**src/rtl/snp_regs_pkg.sv**
```systemverilog
package snp_regs_pkg;
  localparam int DATA_W = 32;
  localparam int SIZE_W = 3;
  localparam int LANE_W = 2;

  localparam int OFF_CTRL  = 'h00;
  localparam int OFF_CFG   = 'h04;
  localparam int OFF_STAT  = 'h08;
  localparam int OFF_INV   = 'h0C;
  localparam int OFF_FLT_S = 'h40;
  localparam int OFF_FLT_E = 'h44;

  typedef enum logic [2:0] {
    RK_NONE,
    RK_CTRL,
    RK_CFG,
    RK_STAT,
    RK_INERT
  } reg_kind_e;

  typedef struct packed {
    reg_kind_e          kind;
    logic               size_ok;
    logic [LANE_W-1:0]  lane;
    logic [DATA_W-1:0]  mask;
  } dec_t;
endpackage

```
**src/rtl/snp_decode.sv**
```systemverilog
module snp_decode
  import snp_regs_pkg::*;
#(
  parameter int ADDR_W = 8
) (
  input  logic [ADDR_W-1:0] addr,
  input  logic [SIZE_W-1:0] size,
  output dec_t              dec
);
  always_comb begin
    dec = '0;
    dec.kind = RK_NONE;
    dec.lane = addr[LANE_W-1:0];
    case (size)
      SIZE_W'(1): begin dec.size_ok = 1'b1; dec.mask = 32'h0000_00FF; end
      SIZE_W'(2): begin dec.size_ok = 1'b1; dec.mask = 32'h0000_FFFF; end
      SIZE_W'(4): begin dec.size_ok = 1'b1; dec.mask = 32'hFFFF_FFFF; end
      default:    begin dec.size_ok = 1'b0; dec.mask = '0; end
    endcase
    if (addr == ADDR_W'(OFF_CTRL))
      dec.kind = RK_CTRL;
    else if (addr == ADDR_W'(OFF_CFG))
      dec.kind = RK_CFG;
    else if ((addr >> LANE_W) == (ADDR_W'(OFF_STAT) >> LANE_W))
      dec.kind = RK_STAT;
    else if (addr == ADDR_W'(OFF_INV) || addr == ADDR_W'(OFF_FLT_S) ||
             addr == ADDR_W'(OFF_FLT_E))
      dec.kind = RK_INERT;
  end
endmodule

```
**src/rtl/snp_state.sv**
```systemverilog
module snp_state
  import snp_regs_pkg::*;
(
  input  logic              clk,
  input  logic              rst,
  input  logic              wr_en,
  input  dec_t              dec,
  input  logic [DATA_W-1:0] wdata,
  output logic              ctrl_q,
  output logic [DATA_W-1:0] status_q
);
  localparam int SH_W = LANE_W + 3;

  logic [SH_W-1:0]   shamt;
  logic [DATA_W-1:0] field_mask;
  logic [DATA_W-1:0] field_data;

  always_comb begin
    shamt      = {dec.lane, 3'b000};
    field_mask = dec.mask << shamt;
    field_data = (wdata & dec.mask) << shamt;
  end

  always_ff @(posedge clk) begin
    if (rst) begin
      ctrl_q   <= 1'b0;
      status_q <= '0;
    end else if (wr_en && dec.size_ok) begin
      case (dec.kind)
        RK_CTRL: ctrl_q   <= wdata[0];
        RK_STAT: status_q <= (status_q & ~field_mask) | field_data;
        default: ;
      endcase
    end
  end
endmodule

```
**src/rtl/snp_rdport.sv**
```systemverilog
module snp_rdport
  import snp_regs_pkg::*;
#(
  parameter int NUM_CORES = 1
) (
  input  logic              clk,
  input  logic              rst,
  input  logic              rd_en,
  input  logic              wr_en,
  input  dec_t              dec,
  input  logic              ctrl_q,
  input  logic [DATA_W-1:0] status_q,
  output logic [DATA_W-1:0] rdata_q,
  output logic              err_q
);
  localparam logic [DATA_W-1:0] CORE_MASK = DATA_W'((1 << NUM_CORES) - 1);
  localparam logic [DATA_W-1:0] CFG_WORD  = (CORE_MASK << 4) | DATA_W'(NUM_CORES - 1);

  logic [DATA_W-1:0] rd_val;
  logic              err_nxt;

  always_comb begin
    rd_val = '0;
    if (dec.size_ok) begin
      case (dec.kind)
        RK_CTRL: rd_val = {{(DATA_W-1){1'b0}}, ctrl_q};
        RK_CFG:  rd_val = CFG_WORD;
        RK_STAT: rd_val = status_q >> {dec.lane, 3'b000};
        default: rd_val = '0;
      endcase
    end
    err_nxt = (rd_en || wr_en) && (!dec.size_ok || dec.kind == RK_NONE);
  end

  always_ff @(posedge clk) begin
    if (rst) begin
      rdata_q <= '0;
      err_q   <= 1'b0;
    end else begin
      rdata_q <= rd_en ? rd_val : '0;
      err_q   <= err_nxt;
    end
  end
endmodule

```
**src/rtl/snoop_ctl_regs.sv**
```systemverilog
module snoop_ctl_regs
  import snp_regs_pkg::*;
#(
  parameter int NUM_CORES = 1,
  parameter int ADDR_W    = 8
) (
  input  logic              clk,
  input  logic              rst,
  input  logic              rd_en,
  input  logic              wr_en,
  input  logic [ADDR_W-1:0] addr,
  input  logic [SIZE_W-1:0] size,
  input  logic [DATA_W-1:0] wdata,
  output logic [DATA_W-1:0] rdata,
  output logic              err
);
  dec_t              dec;
  logic              ctrl_q;
  logic [DATA_W-1:0] status_q;

  snp_decode #(.ADDR_W(ADDR_W)) u_decode (
    .addr (addr),
    .size (size),
    .dec  (dec)
  );

  snp_state u_state (
    .clk      (clk),
    .rst      (rst),
    .wr_en    (wr_en),
    .dec      (dec),
    .wdata    (wdata),
    .ctrl_q   (ctrl_q),
    .status_q (status_q)
  );

  snp_rdport #(.NUM_CORES(NUM_CORES)) u_rdport (
    .clk      (clk),
    .rst      (rst),
    .rd_en    (rd_en),
    .wr_en    (wr_en),
    .dec      (dec),
    .ctrl_q   (ctrl_q),
    .status_q (status_q),
    .rdata_q  (rdata),
    .err_q    (err)
  );
endmodule

```
**config.mk**
```make
export PLATFORM = sky130hd
export DESIGN_NAME = snoop_ctl_regs
export DESIGN_NICKNAME = d
export VERILOG_FILES = /design/src/rtl/snp_regs_pkg.sv /design/src/rtl/snp_decode.sv /design/src/rtl/snp_state.sv /design/src/rtl/snp_rdport.sv /design/src/rtl/snoop_ctl_regs.sv
export SDC_FILE = /design/constraint.sdc
export NUM_CORES = 1
export LEC_CHECK = 0
export CORE_UTILIZATION = 55
export CTS_BUF_LIST = sky130_fd_sc_hd__clkbuf_8
export CTS_CLUSTER_DIAMETER = 40
export DETAILED_ROUTE_END_ITERATION = 10
export DONT_BUFFER_PORTS = 1
export PLACE_DENSITY = 0.82
export SLEW_MARGIN = 10
export SYNTH_ARGS = -nofsm -noshare
export SYNTH_HDL_FRONTEND = slang
export SYNTH_SLANG_ARGS = --single-unit
```
**constraint.sdc**
```tcl
create_clock -name clk -period 2.05 [get_ports clk]
set_input_delay 0.41 -clock clk [delete_from_list [all_inputs] [get_ports clk]]
set_output_delay 0.41 -clock clk [all_outputs]
set_load 0.02 [all_outputs]
```
# Word-level counts from Yosys, hierarchy flattened

Index checks and enable logic that the tools add are counted.
W data, S select, Z words.

Bitwise gates (word level): 6
Multiplexer cells: 7
Shifts and indexed selects: 3
Reductions and logical operators: 13
Equal/unequal tests: 11

Operators by type and width:

| operator             | count |
|---|---|
| $pmux W32 S3         | 2 |
| $and A32 B32 Y32     | 2 |
| $shl A32 B5 Y32      | 2 |
| $not A32 Y32         | 1 |
| $or A32 B32 Y32      | 1 |
| $shr A32 B5 Y32      | 1 |
| $eq A8 B7 Y1 const B | 2 |
| $mux W3              | 4 |
| $eq A3 B2 Y1 const B | 3 |
| $eq A8 B3 Y1 const B | 1 |
| $eq A8 B4 Y1 const B | 1 |
| $logic_not A8 Y1     | 1 |
| $eq A3 B1 Y1 const B | 2 |
| $eq A6 B2 Y1 const B | 1 |
| $reduce_or A3 Y1     | 2 |
| $logic_or A1 B1 Y1   | 4 |
| $reduce_and A2 Y1    | 2 |
| $eq A3 B3 Y1 const B | 1 |
| $logic_not A3 Y1     | 1 |
| $logic_and A1 B1 Y1  | 2 |
| $not A1 Y1           | 2 |
| $logic_not A1 Y1     | 1 |
| $mux W1              | 1 |

Flip-flop bits (word level): 66
Input port bits: 47

# Longest topological paths before layout

Gate-level depths: netlist (run 1).

Depth after elaboration: 10
Depth in mapped cells: 7

# By module

Synthesis (run 1) repeated with hierarchy kept, for this count alone.

Cells, all modules: 484
Area total of the unflattened synthesis: 4150.2 um^2

By module, submodules not included:

| module     | area an instance (um^2) | seq. area each (um^2) | cells each | times used |
|---|---|---|---|---|
| snp_state  | 2338.5                  | 660.6                 | 302        | 1 |
| snp_rdport | 1443.9                  | 660.6                 | 134        | 1 |
| snp_decode | 367.9                   | 0.0                   | 48         | 1 |

# Worst setup path before layout (run 1)

OpenSTA, ideal clock, no wires.

Path kind: input -> register
Start point: in addr[5]
End point: reg u_state.status_q[10]
Stages on the path: 4
Arrival: 1.978 ns
Data required time: 1.933 ns
Setup time: 0.117 ns
Setup slack: -0.045 ns
Buffers on the path: 0
Path through: or4_4 > nor3b_4 > a31oi_1 > a22o_2

Longest elaborated chain between the ends: 9
Elaborated cells on any way between the ends: 14
Those cells by class: eq/ne (6); mux (4); reduce/logical (4)

RTL lines:

| what                                                | RTL line             | source |
|---|---|---|
| start: declaration                                  | snoop_ctl_regs.sv:11 | `input logic [ADDR_W-1:0] addr,` |
| $eq A8 B4 Y1 / $eq A8 B7 Y1 (equally long branches) | snp_decode.sv:26     | `else if (addr == ADDR_W'(OFF_INV) \|\| addr == ADDR_W'(OFF_FLT_S) \|\|` |
| $logic_or A1 B1 Y1 (2 in series)                    | snp_decode.sv:26     |  |
| $mux W3                                             | snp_decode.sv:26     |  |
| $mux W3                                             | snp_decode.sv:24     | `else if ((addr >> LANE_W) == (ADDR_W'(OFF_STAT) >> LANE_W))` |
| $mux W3                                             | snp_decode.sv:22     | `else if (addr == ADDR_W'(OFF_CFG))` |
| $mux W3 *                                           | snp_decode.sv:20     | `if (addr == ADDR_W'(OFF_CTRL))` |
| $eq A3 B2 Y1 *                                      | snp_state.sv:29      | `case (dec.kind)` |
| $reduce_and A2 Y1 (no line) *                       | -                    |  |
| end signal: assignment                              | snp_state.sv:31      | `RK_STAT: status_q <= (status_q & ~field_mask) \| field_data;` |
| end: declaration                                    | snp_state.sv:10      | `output logic [DATA_W-1:0] status_q` |

Every way passes the cells marked *; elsewhere a longest branch is shown, timed or not.
A chain may end at the register's enable or synchronous reset.

# Worst setup path after layout (run 1)

Start point: in addr[5]
End point: reg u_state.status_q[2]

Same word-level chain as after synthesis.

==> summary.md, run 1 <==
| Metric | Value |
|---|---|
| Row count | `27` |
| Hold Fails Final Rpt | `0` |
| Clock sink total | `between 60 and 70` |
| Area of the multi-input gates | `1700 um^2` |
| Run status | `completed` |
| Unrepaired setup endpoints after global routing | `false` |
| 1st-iter DRT viols | `~210` |
| Post-synthesis sequential area ratio | `0.424` |
| XOR/XNOR Fraction of Synth Area | `0.00562` |
| Syn nets | `363` |
| Hold bufs inserted after CTS | `0` |
| Routed Antenna Nets | `0` |
| Crit path capture type | `flop` |
| Ys flop type | `dfxtp_1` |
| Crit-path slowest cell | `or4_4` |
| Largest family of logic cells by synthesized area | `compound AO/OA/AOI/OAI gates` |
| Clock buffer depth | `2` |
| # fillers | `around 480` |
| Number of I/O port buffers | `0` |
| Maximum clock rate | `0.576 GHz` |
| Hold depth | `1` |
| Critical path's largest stage delay | `550 ps` |
| Relative slew slack | `0.500` |
| Non-Filler Instances | `400` |
| HPWL Detailed | `5.53 mm` |
| DR WL/cell | `~19 um` |
| Worst-margin pin slew | `748 ps` |
| Mux cell area share after synthesis | `0.138` |
| CTS root buf | `clkbuf_8` |
| Core area | `5470 um^2` |
| Skew final | `between 8 and 9 ps` |
| Vias | `2,493` |
| Vias/cell | `6.23` |
| Initial Util | `0.570` |
| M1 wire length | `3.54 mm` |
| Maximum vdd drop | `0.410 mV` |
| Pwr/cell area | `773 nW/um^2` |
| Die height | `77.3 um` |
| Hold Path Class | `input pin to flop` |
| Final nets | `370` |
| Yosys warning count | `0` |
| DP Area | `3240 um^2` |
| Wire length on met3 | `between 600 and 700 um` |
| CTS resizes | `0` |
| Post-Synth Simple-Gate Area | `0.198` |
| Clock-pin transition on the worst setup and hold timing paths | `80 ps` |
| Unique cell type count in the Yosys netlist | `51` |
| Overall Global Routing Usage | `0.267` |
| Cells taking the most area after synthesis | `dfxtp_1 (42%), mux2i_1 (14%), nor2_1 (5.1%), o2bb2ai_1 (4.2%), a211oi_1 (3.1%)` |
| Final core occ | `0.632` |
| Worst path depth | `6` |
| Setup crit start kind | `input pin` |
| Crit path required time | `approximately 2300 ps` |
| Antenna diodes | `0` |
| Delay-heaviest family, CP | `simple AND/OR/NAND/NOR gates` |
| Worst setup path class | `input pin to flop` |
| Global-route wire length before repair | `12.3 mm` |
| CTS tree | `yes` |
| CP Data Arrival Time | `slightly below 2000 ps` |
| Final setup viols | `0` |
| Pleak | `1.41 nW` |
| I/O pin cnt | `80` |
| Final WL | `7.48 mm` |
| R2R cell count | `4` |
| Detail Route met2 WL | `3.15 mm` |
| # DRC | `0` |
| DR pass1 iterations | `4` |
| Area delta synth->final | `11.0%` |
| Area fraction in compound gates after synthesis | `0.203` |
| Share of post-route cells with drive strength above 1 | `0.159` |
| Crit-path cells | `or4_4, nor3b_4, buf_12, nand3_2, mux2i_1, nor2_1` |
| Setup bufs post-CTS | `0` |
| H-tree depth | `3` |
| Syn_area_per_cell | `roughly 9.9 um^2` |
| Max-cap violations | `0` |
| Yosys top cell by area | `dfxtp_1` |
| Area of the mapped netlist | `3120 um^2` |
| Worst path bufs/invs | `1` |
| Later-pin clock latency in the skew report | `350 ps` |
| Mapped Cells | `316` |
| GPL Wtd Cong | `0.893` |
| Initial antenna violation count | `0` |
| Inst Count DP | `384` |
| Congestion Overflow GR | `0` |
| Vias in the first global route | `2,455` |
| Die width | `about 77 um` |
| Final worst path period share | `0.847` |
| Post-Synth Adder-Cell Area | `0` |
| Die ar. | `roughly 6000 um^2` |
| CP Max Fanout | `8` |
| Period minus WS final | `roughly 1700 ps` |
| Post-synth top area share | `0.424` |
| Max-slew violation count | `0` |
| Post-layout instance area | `~3500 um^2` |
| Number of synthesized flops with an enable pin | `0` |
| Hold slack | `122 ps` |
| Storage cell area | `1320 um^2` |
| Largest net degree at the start of global routing | `60` |
| Asr flop ratio synth | `0` |
| Synthesis-stage register bit count | `66` |
| Uppermost layer routed | `met4` |
| CTS buffer count | `9` |
## state kept, by name, indices dropped and copies added (netlist names)
register          flops
u_rdport.rdata_q     32
u_state.status_q     32
u_rdport.err_q        1
u_state.ctrl_q        1
## path summary, 6_finish.rpt
check	startpoint	end	slack, ps
worst max-delay path	addr[5]	u_state.status_q[2]	310
worst min-delay path	rst	u_rdport.err_q	120
worst max register to register	u_state.status_q[16]	u_rdport.rdata_q[0]	1030
worst min register to register	u_state.status_q[23]	u_state.status_q[23]	510
## per-stage QoR
stage / setup TNS (ps) / worst slack, ps / total power, W
2_1_floorplan: -329 / -38.4 / 0.00147
3_3_place_gp: 0 / 22.6 / 0.00146
3_5_place_dp: 0 / 0.109 / 0.00146
4_1_cts: 0 / 353 / 0.00268
5_1_grt: 0 / 246 / 0.00275
6_report: 0 / 314 / 0.00267
## per-layer routing
metal,track usage,vias up
met4,0.125,0
met5,0,-
met1,0.363,1178
met3,0.0929,17
li1,-,1196
met2,0.375,102
## cell families after synthesis
family,Yosys count
muxes,43
DFF,66
and+or+nand+nor,107
xor gates and xnor gates,2
AOI/OAI and AO/OA,78
buffers and inverters,20
## Yosys cell counts (3+ instances only)
library cell and count:
a222oi_1 4, nor2b_1 7, nor2_1 42, clkbuf_1 6, nand2_1 20, and3_1 8
o21ai_0 3, nor3_1 4, nand3b_1 3, o2bb2ai_1 15, a22oi_1 3, o211ai_1 8
a211oi_1 13, inv_1 3, a2bb2oi_1 3, dfxtp_1 66, buf_4 3, buf_2 5
mux2i_1 43, a22o_2 8, a21oi_1 11
## area by class of cell
class | instances | share of cell area
inverter | 3 | 0.00325
sequential | 66 | 0.382
tap | 72 | 0.0260
timing repair buffer | 13 | 0.0318
clock inverter | 7 | 0.0289
clock buffer | 9 | 0.0358
multi-input combinational | 230 | 0.492
## cells in the final DEF, fill, tap and decap left out, drive strengths merged, types with 2 or more instances in the layout
| master | netlist | final |
|---|---|---|
| a211oi | 13 | 13 |
| a21oi | 11 | 11 |
| a222oi | 4 | 4 |
| a22o | 8 | 8 |
| a22oi | 3 | 3 |
| a2bb2oi | 3 | 3 |
| a31oi | 2 | 2 |
| a32oi | 2 | 2 |
| and2 | 3 | 3 |
| and3 | 8 | 8 |
| buf | 11 | 13 |
| bufinv | 0 | 2 |
| clkbuf | 6 | 9 |
| clkinv | 0 | 3 |
| dfxtp | 66 | 66 |
| inv | 3 | 5 |
| mux2i | 43 | 43 |
| nand2 | 20 | 20 |
| nand2b | 3 | 3 |
| nand3b | 4 | 4 |
| nand4b | 2 | 2 |
| nor2 | 43 | 43 |
| nor2b | 7 | 7 |
| nor3 | 4 | 4 |
| nor3b | 3 | 3 |
| nor4b | 3 | 3 |
| o211ai | 8 | 8 |
| o21ai | 3 | 3 |
| o2bb2ai | 15 | 15 |
| or3b | 3 | 3 |
| xnor2 | 2 | 2 |
## where the power goes
group	internal [W]	switching (W)
Combinational	0.0000759	0.0000750
Sequential	0.00128	0.00000263
Clock	0.000695	0.000544
## worst register-to-register path: cells and delay by family, from the launching register on
family / cells / cell delay, ps
AOI/OAI and AO/OA: 1 / 210
muxes: 1 / 200
and+or+nand+nor: 2 / 140
DFF: 1 / 360
Note: power is estimated with default switching activity, not from simulation.
==> inputs of run 2 (changes only) <==
--- a/config.mk
+++ b/config.mk
@@ -5,12 +5,13 @@
 export SDC_FILE = /design/constraint.sdc
 export NUM_CORES = 1
 export LEC_CHECK = 0
+export ABC_AREA = 1
 export CORE_UTILIZATION = 55
 export CTS_BUF_LIST = sky130_fd_sc_hd__clkbuf_8
 export CTS_CLUSTER_DIAMETER = 40
 export DETAILED_ROUTE_END_ITERATION = 10
 export DONT_BUFFER_PORTS = 1
-export PLACE_DENSITY = 0.82
+export PLACE_DENSITY = 0.79
 export SLEW_MARGIN = 10
 export SYNTH_ARGS = -nofsm -noshare
 export SYNTH_HDL_FRONTEND = slang
==> constraint.sdc (replaced) <==
create_clock -name clk -period 1.6 [get_ports clk]
set_input_delay 0.32 -clock clk [delete_from_list [all_inputs] [get_ports clk]]
set_output_delay 0.32 -clock clk [all_outputs]
set_load 0.02 [all_outputs]
==> summary.md, run 2 <==
| Metric | Value |
|---|---|
| Run status | `completed` |
| Maximum clock rate | `0.860 GHz` |
| Vias/cell | `6.01 (-3.5%)` |
| Syn_area_per_cell | `6.97 um^2 (-29%)` |
| Synthesis-stage register bit count | `66 (unchanged)` |
| CP Max Fanout | `13 (+5)` |
| Syn nets | `506 (+39%)` |
| P_int | `0.00246 W (+20%)` |
| Pleak | `1.35 nW (-3.9%)` |
| Worst-margin pin slew | `426 ps (-322 ps)` |
| Relative slew slack | `0.715 (+0.216)` |
| Share of post-route cells with drive strength above 1 | `0.0929 (-0.0657)` |
| Mux cell area share after synthesis | `0 (-0.138)` |
| Post-Synth Simple-Gate Area | `0.367 (+0.169)` |
| Final WL | `8.77 mm (+17%)` |
| Yosys warning count | `0 (unchanged)` |
| Skew final | `9.60 ps (+1.12 ps)` |
| Area fraction in compound gates after synthesis | `0.142 (-0.0602)` |
| Clock-pin transition on the worst setup and hold timing paths | `80 ps (about the same)` |
| Period minus WS final | `approximately 1200 ps` |
| Hold Path Class | `input pin to flop` |
| Crit path required time | `1880 ps (-410 ps)` |
| Antenna diodes | `0 (unchanged)` |
| Mapped Cells | `459 (+45%)` |
| Clk network pwr share | `0.428 (-0.035)` |
| Vias in the first global route | `3,057 (+25%)` |
| Clock buffer depth | `2 (unchanged)` |
| 1st-iter DRT viols | `263 (+26%)` |
| Post-synthesis sequential area ratio | `0.413 (-0.0106)` |
| Final nets | `505 (+36%)` |
| Die width | `78.3 um (+1.2%)` |
| Routed Antenna Nets | `0 (unchanged)` |
| Asr flop ratio synth | `0 (unchanged)` |
| R2R cell count | `6 (+2)` |
| Commonest cells after routing, fill and taps aside | `nand2_1 (136), dfxtp_1 (66), nand3_1 (57)` |
| CTS buffer count | `9 (unchanged)` |
| Pwr/cell area | `967 nW/um^2 (+25%)` |
| CTS tree | `yes` |
| Most common cell after layout, fill and taps aside | `nand2_1` |
| Top-count cell post-synth | `nand2_1` |
| GPL Wtd Cong | `0.901 (+0.86%)` |
| # DRC | `0 (unchanged)` |
| DR WL/cell | `16.4 um (-12%)` |
| Vias | `3,217 (+29%)` |
| H-tree depth | `3 (unchanged)` |
| Place WS | `113 ps (+113 ps)` |
| DR pass1 iterations | `7 (+3)` |
| Most common cell on crit path | `nand2_1` |
| Post-synth top cells | `nand2_1 (136), dfxtp_1 (66), nand3_1 (57)` |
| Overall Global Routing Usage | `0.305 (+0.0381)` |
| Clock sink total | `66 (unchanged)` |
| Comb pwr share | `0.078 (+0.022)` |
| Crit-path slowest cell | `buf_4` |
| Switch share | `0.261 (+0.0287)` |
| Ys flop type | `dfxtp_1` |
| Area of the mapped netlist | `3200 um^2 (+2.6%)` |
| Hold bufs inserted after CTS | `0 (unchanged)` |
| CP Data Arrival Time | `1440 ps (-540 ps)` |
| Yosys top cell by area | `dfxtp_1` |
| Number of I/O port buffers | `0 (unchanged)` |
| Initial antenna violation count | `0 (unchanged)` |
| Worst R2R Setup Slack | `450 ps (-580 ps)` |
| Die ar. | `6120 um^2 (+2.5%)` |
| Post-synth top area share | `0.413 (-0.0106)` |
| Unique cell type count in the Yosys netlist | `26 (-49%)` |
| Congestion Overflow GR | `0 (unchanged)` |
| Maximum vdd drop | `0.466 mV (+14%)` |
| Global-route wire length before repair | `14.3 mm (+16%)` |
| Crit-path cells | `nor2_1, nand2_1, nand3_2, buf_4, nand2_2, inv_2, nand2_1, nand2_1, nand2_1, a21oi_1` |
| Final setup viols | `0 (unchanged)` |
| I/O pin cnt | `80 (unchanged)` |
| # fillers | `533 (+11%)` |
| Cells taking the most area after synthesis | `dfxtp_1 (41%), nand2_1 (16%), nand3_1 (8.9%), a21oi_1 (7.2%), nor2_1 (4.1%)` |
| Regs by FF count | `u_rdport.rdata_q (32), u_state.status_q (32)` |
| Hold depth | `1 (unchanged)` |
| Later-pin clock latency in the skew report | `350 ps (about the same)` |
| Max-cap violations | `0 (unchanged)` |
| Crit path capture type | `flop` |
| Core area | `5540 um^2 (+1.2%)` |
| Area delta synth->final | `7.79%` |
| Storage cell area | `1320 um^2 (unchanged)` |
| XOR/XNOR Fraction of Synth Area | `0 (-0.00562)` |
| Critical path's largest stage delay | `200 ps (-350 ps)` |
| Hold Fails Final Rpt | `0 (unchanged)` |
| Area of the multi-input gates | `1630 um^2 (-4.4%)` |
| Initial Util | `0.577 (+0.00751)` |
| Setup bufs post-CTS | `0 (unchanged)` |
| Final worst path period share | `0.727` |
| Setup crit start kind | `input pin` |
| Max-slew violation count | `0 (unchanged)` |
| Largest family of logic cells by synthesized area | `simple AND/OR/NAND/NOR gates` |
| Row count | `27 (unchanged)` |
| Final setup TNS | `0 ps (unchanged)` |
| CTS root buf | `clkbuf_8` |
| Largest net degree at the start of global routing | `41 (-32%)` |
| Post-Synth Adder-Cell Area | `0 (unchanged)` |
| HPWL Detailed | `6.25 mm (+13%)` |
| P_sw | `0.000871 W (+40%)` |
| CTS resizes | `0 (unchanged)` |
| Worst setup path class | `input pin to flop` |
| Sequential power share | `0.494 (+0.014)` |
| Final setup margin | `437 ps (+123 ps)` |
| Unrepaired setup endpoints after global routing | `false` |
| Die height | `78.3 um (+1.2%)` |
| Number of synthesized flops with an enable pin | `0 (unchanged)` |
-- run 2: changes by cell type after synthesis, moves of 8 or more --
cell	previous run	this run
nand2_1	20	136
a22o_2	8	0
o21ai_0	3	14
o2bb2ai_1	15	0
nand3_1	0	57
and3_1	8	0
nor3_1	4	12
inv_1	3	20
a21oi_1	11	46
mux2i_1	43	0
o22ai_1	0	12
o211ai_1	8	0
-- run 2: path summary, 6_finish.rpt --
check | start | end
hold reg to reg | u_state.status_q[25] | u_state.status_q[25]
hold / removal | rst | u_state.status_q[25]
setup reg to reg | u_state.status_q[28] | u_rdport.rdata_q[4]
setup / recovery | size[0] | u_state.status_q[19]
-- run 2: layer usage --
layer,track usage,routed length (um),vias up,share of wire
met5,0,0,-,0
met4,0.150,289,0,0.033
met3,0.0837,734,28,0.084
met2,0.518,4230,165,0.48
met1,0.353,3520,1489,0.40
li1,-,-,1535,-
-- run 2: power by group through the flow --
stage	sequential, W	clock, W	combinational, W
detailed placement	0.00169	0	0.000254
floorplan	0.00169	0	0.000240
global route	0.00165	0.00153	0.000290
CTS	0.00165	0.00145	0.000255
finish	0.00165	0.00143	0.000259
global placement	0.00169	0	0.000248
-- run 2: critical path: cells and delay by family --
family          cells  cell delay, ps
compound gates      1             140
buf+inv             2             380
simple gates        7             590
-- run 2: layout make-up --
class                      count  share of cell area
timing repair buffer          14              0.0341
inverter                      24              0.0261
clock buffer                   9              0.0359
multi-input combinational    343               0.472
sequential                    66               0.383
clock inverter                 7              0.0221
tap                           72              0.0261
-- run 2: cell families after synthesis --
family	Yosys count
compound gates	82
buf+inv	50
flops	66
simple gates	261
-- run 2: stage by stage --
step / cell area [um^2] / power [W] / cells / hold WS (ps) / utilization
finish: 3450 / 0.00333 / 535 / 31.4 / 0.622
global route: 3450 / 0.00347 / 535 / 17.2 / 0.622
CTS: 3450 / 0.00335 / 535 / 14.3 / 0.622
detailed placement: 3250 / 0.00194 / 519 / 397 / 0.586
global placement: 3250 / 0.00193 / 519 / 394 / 0.586
floorplan: 3200 / 0.00193 / 459 / 439 / -
